**src/rtl/hp_slot_pkg.sv**
```systemverilog
package hp_slot_pkg;

    localparam int STS_W  = 16;
    localparam int NUM_EV = 6;

    // Bit positions software decodes in the status word
    localparam int POS_LATCH_LVL = 5;
    localparam int POS_PRES_LVL  = 6;
    localparam int POS_LOCK_LVL  = 7;
    localparam int POS_TOP_EVENT = 8;

    typedef enum logic [1:0] {
        EDGE_FALL  = 2'd0,
        EDGE_ANY   = 2'd1,
        EDGE_PULSE = 2'd2
    } edge_mode_e;

    typedef struct packed {
        logic lock;
        logic pres_n;
        logic latch_n;
        logic pfault_n;
        logic attn_n;
    } side_t;

    localparam int SIDE_W = $bits(side_t);

    // Event slot index -> rule that sets the flag
    function automatic edge_mode_e ev_mode(input int idx);
        case (idx)
            0, 1:    return EDGE_FALL;
            4:       return EDGE_PULSE;
            default: return EDGE_ANY;
        endcase
    endfunction

    // Event slot index -> bit position in the status word
    function automatic int ev_pos(input int idx);
        return (idx == NUM_EV - 1) ? POS_TOP_EVENT : idx;
    endfunction

    function automatic logic edge_hit(input edge_mode_e m, input logic now, input logic prev);
        case (m)
            EDGE_FALL: return prev & ~now;
            EDGE_ANY:  return prev ^ now;
            default:   return now;
        endcase
    endfunction

endpackage

```
**src/rtl/hp_sync_bank.sv**
```systemverilog
module hp_sync_bank #(
    parameter int W      = 5,
    parameter int STAGES = 2
) (
    input  logic         clk,
    input  logic         rst,
    input  logic [W-1:0] din,
    output logic [W-1:0] dout
);
    // Not reset: the chain keeps sampling so levels are settled when reset ends
    logic [W-1:0] stg [STAGES];

    always_ff @(posedge clk) begin
        stg[0] <= din;
        for (int i = 1; i < STAGES; i++) begin
            stg[i] <= stg[i-1];
        end
    end

    assign dout = stg[STAGES-1];

    p_first_stage_r10: assert property (@(posedge clk) disable iff (rst)
        stg[0] == $past(din));

    for (genvar s = 1; s < STAGES; s++) begin : g_chk
        p_stage_shift_r10: assert property (@(posedge clk) disable iff (rst)
            stg[s] == $past(stg[s-1]));
    end

endmodule

```
**src/rtl/hp_event_flag.sv**
```systemverilog
module hp_event_flag
    import hp_slot_pkg::*;
#(
    parameter edge_mode_e MODE   = EDGE_ANY,
    parameter bit         ENABLE = 1'b1
) (
    input  logic clk,
    input  logic rst,
    input  logic level,
    input  logic clr,
    output logic flag
);
    localparam logic EN = ENABLE;

    logic hit;

    if (MODE == EDGE_PULSE) begin : g_pulse
        assign hit = level;
    end else begin : g_edge
        logic hist;
        // Loads the present level in reset too, so no false edge after release
        always_ff @(posedge clk) hist <= level;
        assign hit = edge_hit(MODE, level, hist);

        if (MODE == EDGE_FALL) begin : g_fall_chk
            p_fall_only_r2: assert property (@(posedge clk) disable iff (rst)
                $rose(flag) |-> ($past(hist) && !$past(level)));
        end
    end

    // Event wins over a clear arriving in the same cycle
    always_ff @(posedge clk) begin
        if (rst) flag <= 1'b0;
        else     flag <= EN & (hit | (flag & ~clr));
    end

    p_set_on_event_r9: assert property (@(posedge clk) disable iff (rst)
        (EN && hit) |=> flag);

    p_clear_r8: assert property (@(posedge clk) disable iff (rst)
        (clr && !hit) |=> !flag);

    p_hold_r8: assert property (@(posedge clk) disable iff (rst)
        (flag && !clr) |=> flag);

endmodule

```
**src/rtl/hp_slot_status.sv**
```systemverilog
module hp_slot_status
    import hp_slot_pkg::*;
#(
    parameter bit HAS_ATTN    = 1'b1,
    parameter bit HAS_PFAULT  = 1'b1,
    parameter bit HAS_LATCH   = 1'b1,
    parameter bit HAS_CMD     = 1'b1,
    parameter bit HAS_LOCK    = 1'b1,
    parameter bit HAS_SLOT    = 1'b1,
    parameter int SYNC_STAGES = 2
) (
    input  logic             clk,
    input  logic             rst,
    input  logic             attn_n,
    input  logic             pfault_n,
    input  logic             latch_n,
    input  logic             pres_n,
    input  logic             lock_in,
    input  logic             cmd_done,
    input  logic             link_up,
    input  logic             wr_en,
    input  logic [STS_W-1:0] wr_data,
    output logic [STS_W-1:0] rd_data
);
    localparam logic [NUM_EV-1:0] EV_EN =
        {1'b1, HAS_CMD, HAS_SLOT, HAS_LATCH, HAS_PFAULT, HAS_ATTN};

    side_t raw, syn;
    logic [SIDE_W-1:0] syn_bits;
    logic [NUM_EV-1:0] ev_lvl;
    logic [NUM_EV-1:0] ev_flag;
    logic [STS_W-1:0]  sts;
    logic              unused_wr;

    assign raw = '{lock: lock_in, pres_n: pres_n, latch_n: latch_n,
                   pfault_n: pfault_n, attn_n: attn_n};

    hp_sync_bank #(.W(SIDE_W), .STAGES(SYNC_STAGES)) u_sync (
        .clk  (clk),
        .rst  (rst),
        .din  (raw),
        .dout (syn_bits)
    );
    assign syn = side_t'(syn_bits);

    assign ev_lvl = {link_up, cmd_done, syn.pres_n, syn.latch_n,
                     syn.pfault_n, syn.attn_n};

    for (genvar i = 0; i < NUM_EV; i++) begin : g_ev
        hp_event_flag #(.MODE(ev_mode(i)), .ENABLE(EV_EN[i])) u_flag (
            .clk   (clk),
            .rst   (rst),
            .level (ev_lvl[i]),
            .clr   (wr_en & wr_data[ev_pos(i)]),
            .flag  (ev_flag[i])
        );
    end

    always_comb begin
        sts = '0;
        for (int i = 0; i < NUM_EV; i++) begin
            sts[ev_pos(i)] = ev_flag[i];
        end
        sts[POS_LATCH_LVL] = HAS_LATCH ? syn.latch_n : 1'b0;
        sts[POS_PRES_LVL]  = HAS_SLOT ? ~syn.pres_n : 1'b1;
        sts[POS_LOCK_LVL]  = HAS_LOCK ? syn.lock : 1'b0;
    end

    assign rd_data   = sts;
    assign unused_wr = ^{wr_data[STS_W-1:POS_TOP_EVENT+1],
                         wr_data[POS_LOCK_LVL:POS_LATCH_LVL]};

endmodule

```
**config.mk**
```make
export PLATFORM = sky130hd
export DESIGN_NAME = hp_slot_status
export DESIGN_NICKNAME = d
export VERILOG_FILES = /design/src/rtl/hp_slot_pkg.sv /design/src/rtl/hp_sync_bank.sv /design/src/rtl/hp_event_flag.sv /design/src/rtl/hp_slot_status.sv
export SDC_FILE = /design/constraint.sdc
export NUM_CORES = 1
export LEC_CHECK = 0
export BUFFER_PORTS_ARGS = -buffer_cell sky130_fd_sc_hd__buf_2
export CELL_PAD_IN_SITES_DETAIL_PLACEMENT = 0
export CELL_PAD_IN_SITES_GLOBAL_PLACEMENT = 2
export CORE_MARGIN = 2
export CORE_UTILIZATION = 23
export DETAILED_ROUTE_END_ITERATION = 10
export PLACE_DENSITY_LB_ADDON = 0.3
export SYNTH_ARGS = -nofsm -noshare
export SYNTH_HDL_FRONTEND = slang
export SYNTH_SLANG_ARGS = --single-unit
```
**constraint.sdc**
```tcl
create_clock -name clk -period 1 [get_ports clk]
set_clock_uncertainty 0.05 [all_clocks]
set_input_delay 0.15 -clock clk [delete_from_list [all_inputs] [get_ports clk]]
set_output_delay 0.15 -clock clk [all_outputs]
set_load 0.005 [all_outputs]
```
# --- Word-level counts from Yosys, hierarchy flattened ---
# Memory sizes are Yosys's and may differ from the RTL's.
# Index checks and enable logic that the tools add are counted.
word_totals:
  ram_bits: 10
  input_bits: 26
  register_bits: 11
  mem_count: 1
classes:
  bitwise_logic: 32
mem_list:
  columns: ["name", "depth", "word_bits", "rd", "rd_clocked_by_memory_dff", "wr", "line_no", "source"]
  rows:
  - ["u_sync.stg", 2, 5, 2, 0, 2, "hp_sync_bank.sv:11", "logic [W-1:0] stg [STAGES];"]
op_table:
  columns: ["op", "count"]
  rows:
  - ["1-bit AND", 14]
  - ["1-bit inverter", 9]
  - ["1-bit bitwise OR", 6]
  - ["1-bit XOR", 3]

# --- Longest topological paths before layout ---
# Gate-level depths: netlist (run 1).
logic_depth:
  depth_word: 4
  ltp_mapped: 2
  mapped_depth_nobuf: 2

# --- Modules after synthesis ---
# From an unflattened synthesis (run 1), not the netlist that was laid out.
hier_totals:
  cells_unflattened: 59
  area_unflattened_um2: 676.9
modules_own_cells:
  columns: ["mod", "instances", "area_each_um2", "seq_area_each_um2", "cells_per_inst"]
  rows:
  - ["hp_sync_bank", 1, 237.7, 200.2, 15]
  - ["hp_event_flag (g_ev[2].u_flag ...)", 3, 60.1, 40.0, 5]
  - ["hp_event_flag (g_ev[0].u_flag ...)", 2, 61.3, 40.0, 5]
  - ["hp_slot_status", 1, 97.6, 0.0, 15]
  - ["hp_event_flag (g_ev[4].u_flag)", 1, 38.8, 20.0, 4]

# --- Least setup slack after synthesis (run 1) ---
# Ideal clock, no wire load.
synth_timing:
  kind: "reg2reg"
  from: "register g_ev[0].u_flag.flag"
  to: "register g_ev[0].u_flag.flag"
  synth_period_minus_slack_ps: 715
  setup_slack_ps: 285
  t_arrival_ps: 596
  setup_ps: 70
  stages_incl_launch_ff: 3
  required_time_ps: 880
  path_cell_list: "dfxtp_1 a21bo_1 a21oi_1"
synth_between:
  elab_chain_cells: 2
synth_rtl:
  columns: ["element", "line_no", "source"]
  rows:
  - ["start, declared", "hp_event_flag.sv:11", "output logic flag"]
  - ["start signal, assigned", "hp_event_flag.sv:34", "else flag <= EN & (hit | (flag & ~clr));"]
  - ["1-bit AND", "hp_event_flag.sv:34", null]
  - ["1-bit bitwise OR", "hp_event_flag.sv:34", null]
# Every way passes these cells.
# A chain may end at the register's enable or synchronous reset.

==> summary.md, run 1 <==
| Metric | Value |
|---|---|
| Final Hold Viols | 0 |
| Worst setup SP type | flop |
| Area after DPL | 744 µm² |
| FF-to-FF End | g_ev[2].u_flag.flag |
| Initial antenna violation count | 0 |
| Register clock-pin slew on the reported worst setup and hold paths | 0.12 ns |
| P&R area growth vs syn | 30.4% |
| CTS tree | yes |
| 1st-iter DRT viols | 3 |
| CP Buf/Inv Count | 2 |
| CP endpoint kind | output pin |
| Cell area after synthesis | 676 µm² |
| Drt wl/cell | roughly 8.7 µm |
| Final nets | 110 |
| Seq/Total Area, Yosys | between 60 and 70% |
| Pwr/cell area | approximately 1700 nW/µm² |
| Worst endpoint required time | 0.80 ns |
| H-Tree Depth | 1 |
| Final setup margin | 0.0125 ns |
| Worst Path Arrival | 0.79 ns |
| Peak supply drop | between 1000 and 1500 µV |
| Max-slew violations | 0 |
| Placer Congestion | 0.589 |
| Final instance area | 881 µm² |
| Yosys warns | 0 |
| Final Power | approximately 1.5 mW |
| Final setup fails | 0 |
| CTS Root Cell | clkbuf_4 |
| Reg-to-reg setup timing slack | 0.13 ns |
| Detailed Route WL | between 900 and 1000 µm |
| Tmin final | 0.988 ns |
| CP Class | flop to output pin |
| Post-route non-filler standard cell count | 114 |
| Cells after synthesis | 55 |
| Mean Syn Cell Area | 12.3 µm² |
| Die height | 58.2 µm |
| Vias in the first global route | roughly 340 |
| CP Max Fanout | 2 |
| IO buf count | 24 |
| Reg2reg path depth | 3 |
| Leakage power | 0.417 nW |
| Pin count of the biggest net entering global routing | 14 |
| Setup TNS | 0 ns |
| Tot GR Track Use | 6.04% |
| Dpl ws | roughly 0.26 ns |
| Starting density of the core | about a quarter |
| Yosys cell types | 11 |
| Commonest non-fill, non-tap cell in the layout | buf_2 |
| Die area | 3390 µm² |
| Clk_lat worst skew | 0.30 ns |
| Worst hold path startpoint | rst |
| Worst-path cell with the longest stage delay | dfxtp_2 |
| Antenna Cells | 0 |
| Number of synthesized register bits | 21 |
| Fmax | around 1000 MHz |
| Hold Path Class | primary input to flop |
| Vias per cell | 3.60 |
| Clock buffer count from CTS | 3 |
| Hold worst-path end | g_ev[2].u_flag.flag |
| Inst Count DP | 101 |
| Synth area leaders | dfxtp_1 (62%), buf_4 (17%), a21bo_1 (7.4%) |
| Layout fillers | roughly 300 |
| First-pass GRT wire length | 1430 µm |
| Layout cell share with drive strength beyond 1 | a little under half |
| # DRC | 0 |
| Top Ports | 42 |
| Critical path's top delay family | flip-flops |
| Hold path depth | 2 |
| Total global routing overflow | 0 |
| Clk sinks | 21 |
| Final worst-path cycle share | 98.8% |
| Vias | 410 |
| Core Area | about 2800 µm² |
| Yosys top cell by area | dfxtp_1 |
| Crit-path cells | inv_1, buf_2 |
| Status | completed |
| Yosys top cell area share | roughly 62% |
| Critical R2R Launch | u_sync.stg[0][7] |
| Drt first pass iters | 2 |
| Crit-path max cell delay | 0.34 ns |
| RSZ-0062 raised after global routing | yes |
| Die width | ~58 µm |
| Detail Route Antenna Nets | 0 |
| Cell Rows | 19 |
| Maximum clock path buffer count | 2 |
| Max-cap viol count | 0 |
| Commonest cells after routing, fill and taps aside | buf_2 (22), dfxtp_1 (14), conb_1 (7), dfxtp_2 (7), dlygate4sd3_1 (7) |
## metrics by stage
step | hold slack [ns] | utilization [%]
after CTS | 0.00659 | 30.4
after detailed placement | 0.204 | 26.8
after global placement | 0.204 | 26.8
after global routing | 0.000350 | 31.7
final | 0.0139 | 31.7
after floorplan | 0.128 | -
## cell families (layout without fill, tap and decap cells)
family	count (synthesis)	in the layout	share of synthesized area, %
simple gates	2	2	1.85
compound gates	12	12	14.3
flops	21	21	62.2
buf+inv	16	38	17.2
xor+xnor	3	3	3.89
other cells	1	7	0.555
## area by class of cell
class | count | area, µm² | share of cell area, %
clock inverters | 1 | 7.51 | 0.852
multi-input cells | 24 | 161 | 18.3
flip-flops and latches | 21 | 429 | 48.7
inverters | 1 | 3.75 | 0.426
well taps | 31 | 38.8 | 4.40
clock buffers | 3 | 22.5 | 2.56
repair buffers | 33 | 218 | 24.7
## registers in the layout, summed over array words and instances (netlist names)
register	flops
g_ev.u_flag.flag	6
u_sync.stg	10
g_ev.u_flag.g_edge.hist	5
## cell usage after synthesis (all sizes together)
master	n
nand2b	2
a21bo	5
o21ba	1
xnor2	3
buf	15
a21oi	5
a21boi	1
inv	1
conb	1
dfxtp	21
## worst max path at each step
stage | startpoint | endpoint | cells after the start
after floorplan | g_ev[0].u_flag.flag | g_ev[0].u_flag.flag | 2
after global placement | g_ev[1].u_flag.flag | g_ev[1].u_flag.flag | 2
after detailed placement | g_ev[4].u_flag.flag | g_ev[4].u_flag.flag | 2
after CTS | u_sync.stg[0][8] | rd_data[6] | 2
after global routing | u_sync.stg[0][8] | rd_data[6] | 2
final | u_sync.stg[0][8] | rd_data[6] | 2
## worst reg2reg max path, delay by kind of cell (launching register included)
| kind | cells | cell delay [ns] |
|---|---|---|
| buffers and inverters | 1 | 0.13 |
| XOR/XNOR | 1 | 0.17 |
| flip-flops | 1 | 0.35 |
| AO/OA/AOI/OAI | 1 | 0.07 |
## routing by layer
layer  wire [µm]  track usage (%)  up-vias
li1            -                -      210
met1         418             6.48      176
met2         435             8.44       20
met3         121             4.24        4
met4          21             3.99        0
met5           0                0        -
## power by group
part / switching, mW / leakage [nW] / total [mW] / internal, mW
Sequential: 0.0186 / 0.178 / 0.910 / 0.892
Clock: 0.252 / 0.0139 / 0.405 / 0.153
Combinational: 0.0527 / 0.226 / 0.151 / 0.0985
Total: 0.323 / 0.417 / 1.47 / 1.14
## timing repair
action                                  4_1_cts  5_1_grt
hold buffers                                  6        1
endpoints found under the setup margin        2        7
hold endpoints to repair                      6        1
buffers inserted                              1        1
gates resized for setup                       2        7
Note: power is estimated with default switching activity, not from simulation.
==> run 2: changes to the inputs <==
==> constraint.sdc (replaced) <==
create_clock -name clk -period 1 [get_ports clk]
set_clock_uncertainty 0.05 [all_clocks]
set_input_delay 0.05 -clock clk [delete_from_list [all_inputs] [get_ports clk]]
set_output_delay 0.05 -clock clk [all_outputs]
set_load 0.005 [all_outputs]
==> run 2 against run 1 <==
  * Cell count increased by 3.5%
  * First-iteration DRC count down 67%
  * Sequential share of layout area shrank 2.2 points
  * Core utilization up 0.90 points
  * Clock power barely moved
  * Total power rose by 0.13%
  * Sequential power down 0.4%
  * Combinational power up 3%
==> summary.md, run 2 (same netlist as run 1, synthesis figures left out) <==
| Metric | Value |
|---|---|
| Drt first pass iters | 2 (unchanged) |
| Peak supply drop | 1190 µV (-2.5%) |
| Detailed Route WL | 970 µm (-2.6%) |
| CP Max Fanout | 3 (+1) |
| CTS Root Cell | clkbuf_4 |
| Maximum clock path buffer count | 2 (unchanged) |
| Regs by FF count | u_sync.stg: 10 flops, g_ev.u_flag.flag: 6 flops, g_ev.u_flag.g_edge.hist: 5 flops |
| Cell Rows | 19 (unchanged) |
| Commonest cells after routing, fill and taps aside | buf_2 (24), dfxtp_1 (20), dlygate4sd3_1 (13) |
| Commonest non-fill, non-tap cell in the layout | buf_2 |
| Placer Congestion | 0.589 (unchanged) |
| Comb power frac | 10.6% (+0.3 points) |
| Layout cell share with drive strength beyond 1 | 34.5% (-11 points) |
| Reg-to-reg setup timing slack | 0.23 ns (+0.10 ns) |
| Hold path depth | 3 (+1) |
| Die height | 58.2 µm (unchanged) |
| Core Area | 2780 µm² (unchanged) |
| H-Tree Depth | 1 (unchanged) |
| Worst endpoint required time | 0.90 ns (+0.10 ns) |
| Worst setup SP type | flop |
| Max-cap viol count | 0 (unchanged) |
| Tot GR Track Use | 6.08% (+0.046 points) |
| Final worst-path cycle share | 91.2% (-7.5 points) |
| Internal power | 1.14 mW (about the same) |
| CTS tree | yes |
| Postcts setup bufs | 0 (-1) |
| 1st-iter DRT viols | 1 (-2) |
| # DRC | 0 (unchanged) |
| Hold Path Class | primary input to flop |
| P&R area growth vs syn | 34.1% |
| Detail Route Antenna Nets | 0 (unchanged) |
| Vias in the first global route | 347 (+1.5%) |
| CP Buf/Inv Count | 2 (unchanged) |
| Tmin final | 0.912 ns (-0.0755 ns) |
| WP depth | 2 (unchanged) |
| Vias per cell | 3.57 (-0.80%) |
| Worst Path Arrival | 0.81 ns (+0.02 ns) |
| Max-slew violations | 0 (unchanged) |
| Most flop-heavy register | u_sync.stg |
| CP Class | flop to output pin |
| Register clock-pin slew on the reported worst setup and hold paths | 0.12 ns (about the same) |
| Clk sinks | 21 (unchanged) |
| Final Hold Viols | 0 (unchanged) |
| Worst-path cell with the longest stage delay | dfxtp_2 |
| Antenna Cells | 0 (unchanged) |
| Drt wl/cell | 8.22 µm (-5.9%) |
| Die area | 3390 µm² (unchanged) |
| Crit-path max cell delay | 0.36 ns (+0.02 ns) |
| Clock power share | 27.7% (about the same) |
| Total global routing overflow | 0 (unchanged) |
| Setup TNS | 0 ns (unchanged) |
| Clk_lat worst skew | 0.31 ns (about the same) |
| Final nets | 114 (+3.6%) |
| Final setup margin | 0.0879 ns (+0.0755 ns) |
| Pin count of the biggest net entering global routing | 14 (unchanged) |
| Final setup fails | 0 (unchanged) |
| WHS | 0.0207 ns (+0.00688 ns) |
| Status | completed |
| Leakage power | 0.428 nW (+2.5%) |
| Reg2reg path depth | 2 (-1) |
| Fraction of power consumed by sequential logic | 61.7% (-0.4 points) |
| Crit-path cells | inv_1, buf_2 |
| Clock buffer count from CTS | 3 (unchanged) |
| Fmax | 1100 MHz (+8.3%) |
| Critical path's top delay family | flip-flops |
| Die width | 58.2 µm (unchanged) |
| Max FFs per register | 10 (unchanged) |
| Final Power | 1.47 mW (+0.13%) |
| CP endpoint kind | output pin |
| RSZ-0062 raised after global routing | no |
| Pwr/cell area | 1620 nW/µm² (-2.6%) |
| IO buf count | 24 (unchanged) |
| First-pass GRT wire length | 1440 µm (+0.49%) |
| Top Ports | 42 (unchanged) |
| Dpl ws | 0.258 ns (unchanged) |
| Vias | 421 (+2.7%) |
| Initial antenna violation count | 0 (unchanged) |
| Starting density of the core | 24.3% (unchanged) |
| Fraction of power spent switching nets | 22.1% (+0.076 points) |
| Net Switching | 325 µW (+0.48%) |
## run 2: cell types whose count changed in the layout (fill, tap and decap cells not counted), sizes merged
cell         before  now
buf              26   24
dlygate4sd3       7   13
## run 2: worst min-delay path, cell delays in order
cell and delay (ns):
buf_2 0.08, a21boi_1 0.05, o21ba_1 0.16
## run 2: layout make-up
cell class | count | area [µm²]
flip-flops and latches | 21 | 422
clock inverters | 1 | 7.51
fillers | 297 | 1880
inverters | 1 | 3.75
clock buffers | 3 | 22.5
repair buffers | 37 | 250
multi-input cells | 24 | 161
well taps | 31 | 38.8
## run 2: path summary, 6_finish.rpt
check / from / to
max: u_sync.stg[0][8] / rd_data[6]
min: wr_data[4] / g_ev[4].u_flag.flag
max reg2reg: g_ev[1].u_flag.flag / g_ev[1].u_flag.flag
min reg2reg: u_sync.stg[0][3] / u_sync.stg[0][8]
## run 2: power groups by stage
stage | combinational (mW) | clock [mW] | sequential [mW]
finish | 0.155 | 0.407 | 0.906
global route | 0.172 | 0.473 | 0.914
CTS | 0.157 | 0.427 | 0.907
detailed placement | 0.118 | 0 | 0.926
global placement | 0.118 | 0 | 0.924
floorplan | 0.105 | 0 | 0.922
## run 2: per-stage QoR
stage / area [µm²] / utilization (%) / instances
after global placement: 744 / 26.8 / 101
after global routing: 906 / 32.6 / 118
after detailed placement: 744 / 26.8 / 101
final: 906 / 32.6 / 118
after floorplan: 698 / - / 61
after CTS: 905 / 32.5 / 118
## run 2: layer usage
metal,part of all wire (%),GRT usage [%],wire [µm]
met1,46,6.48,444
met2,41,8.77,398
met3,11,4.02,105
met4,2.2,3.99,21
met5,0,0,0
## run 2: repair_timing
item                                   4_1_cts  5_1_grt
endpoints found under the hold margin       12        0
hold buffers                                13        0
setup endpoints to repair                    0        1
gates resized for setup                      0        1
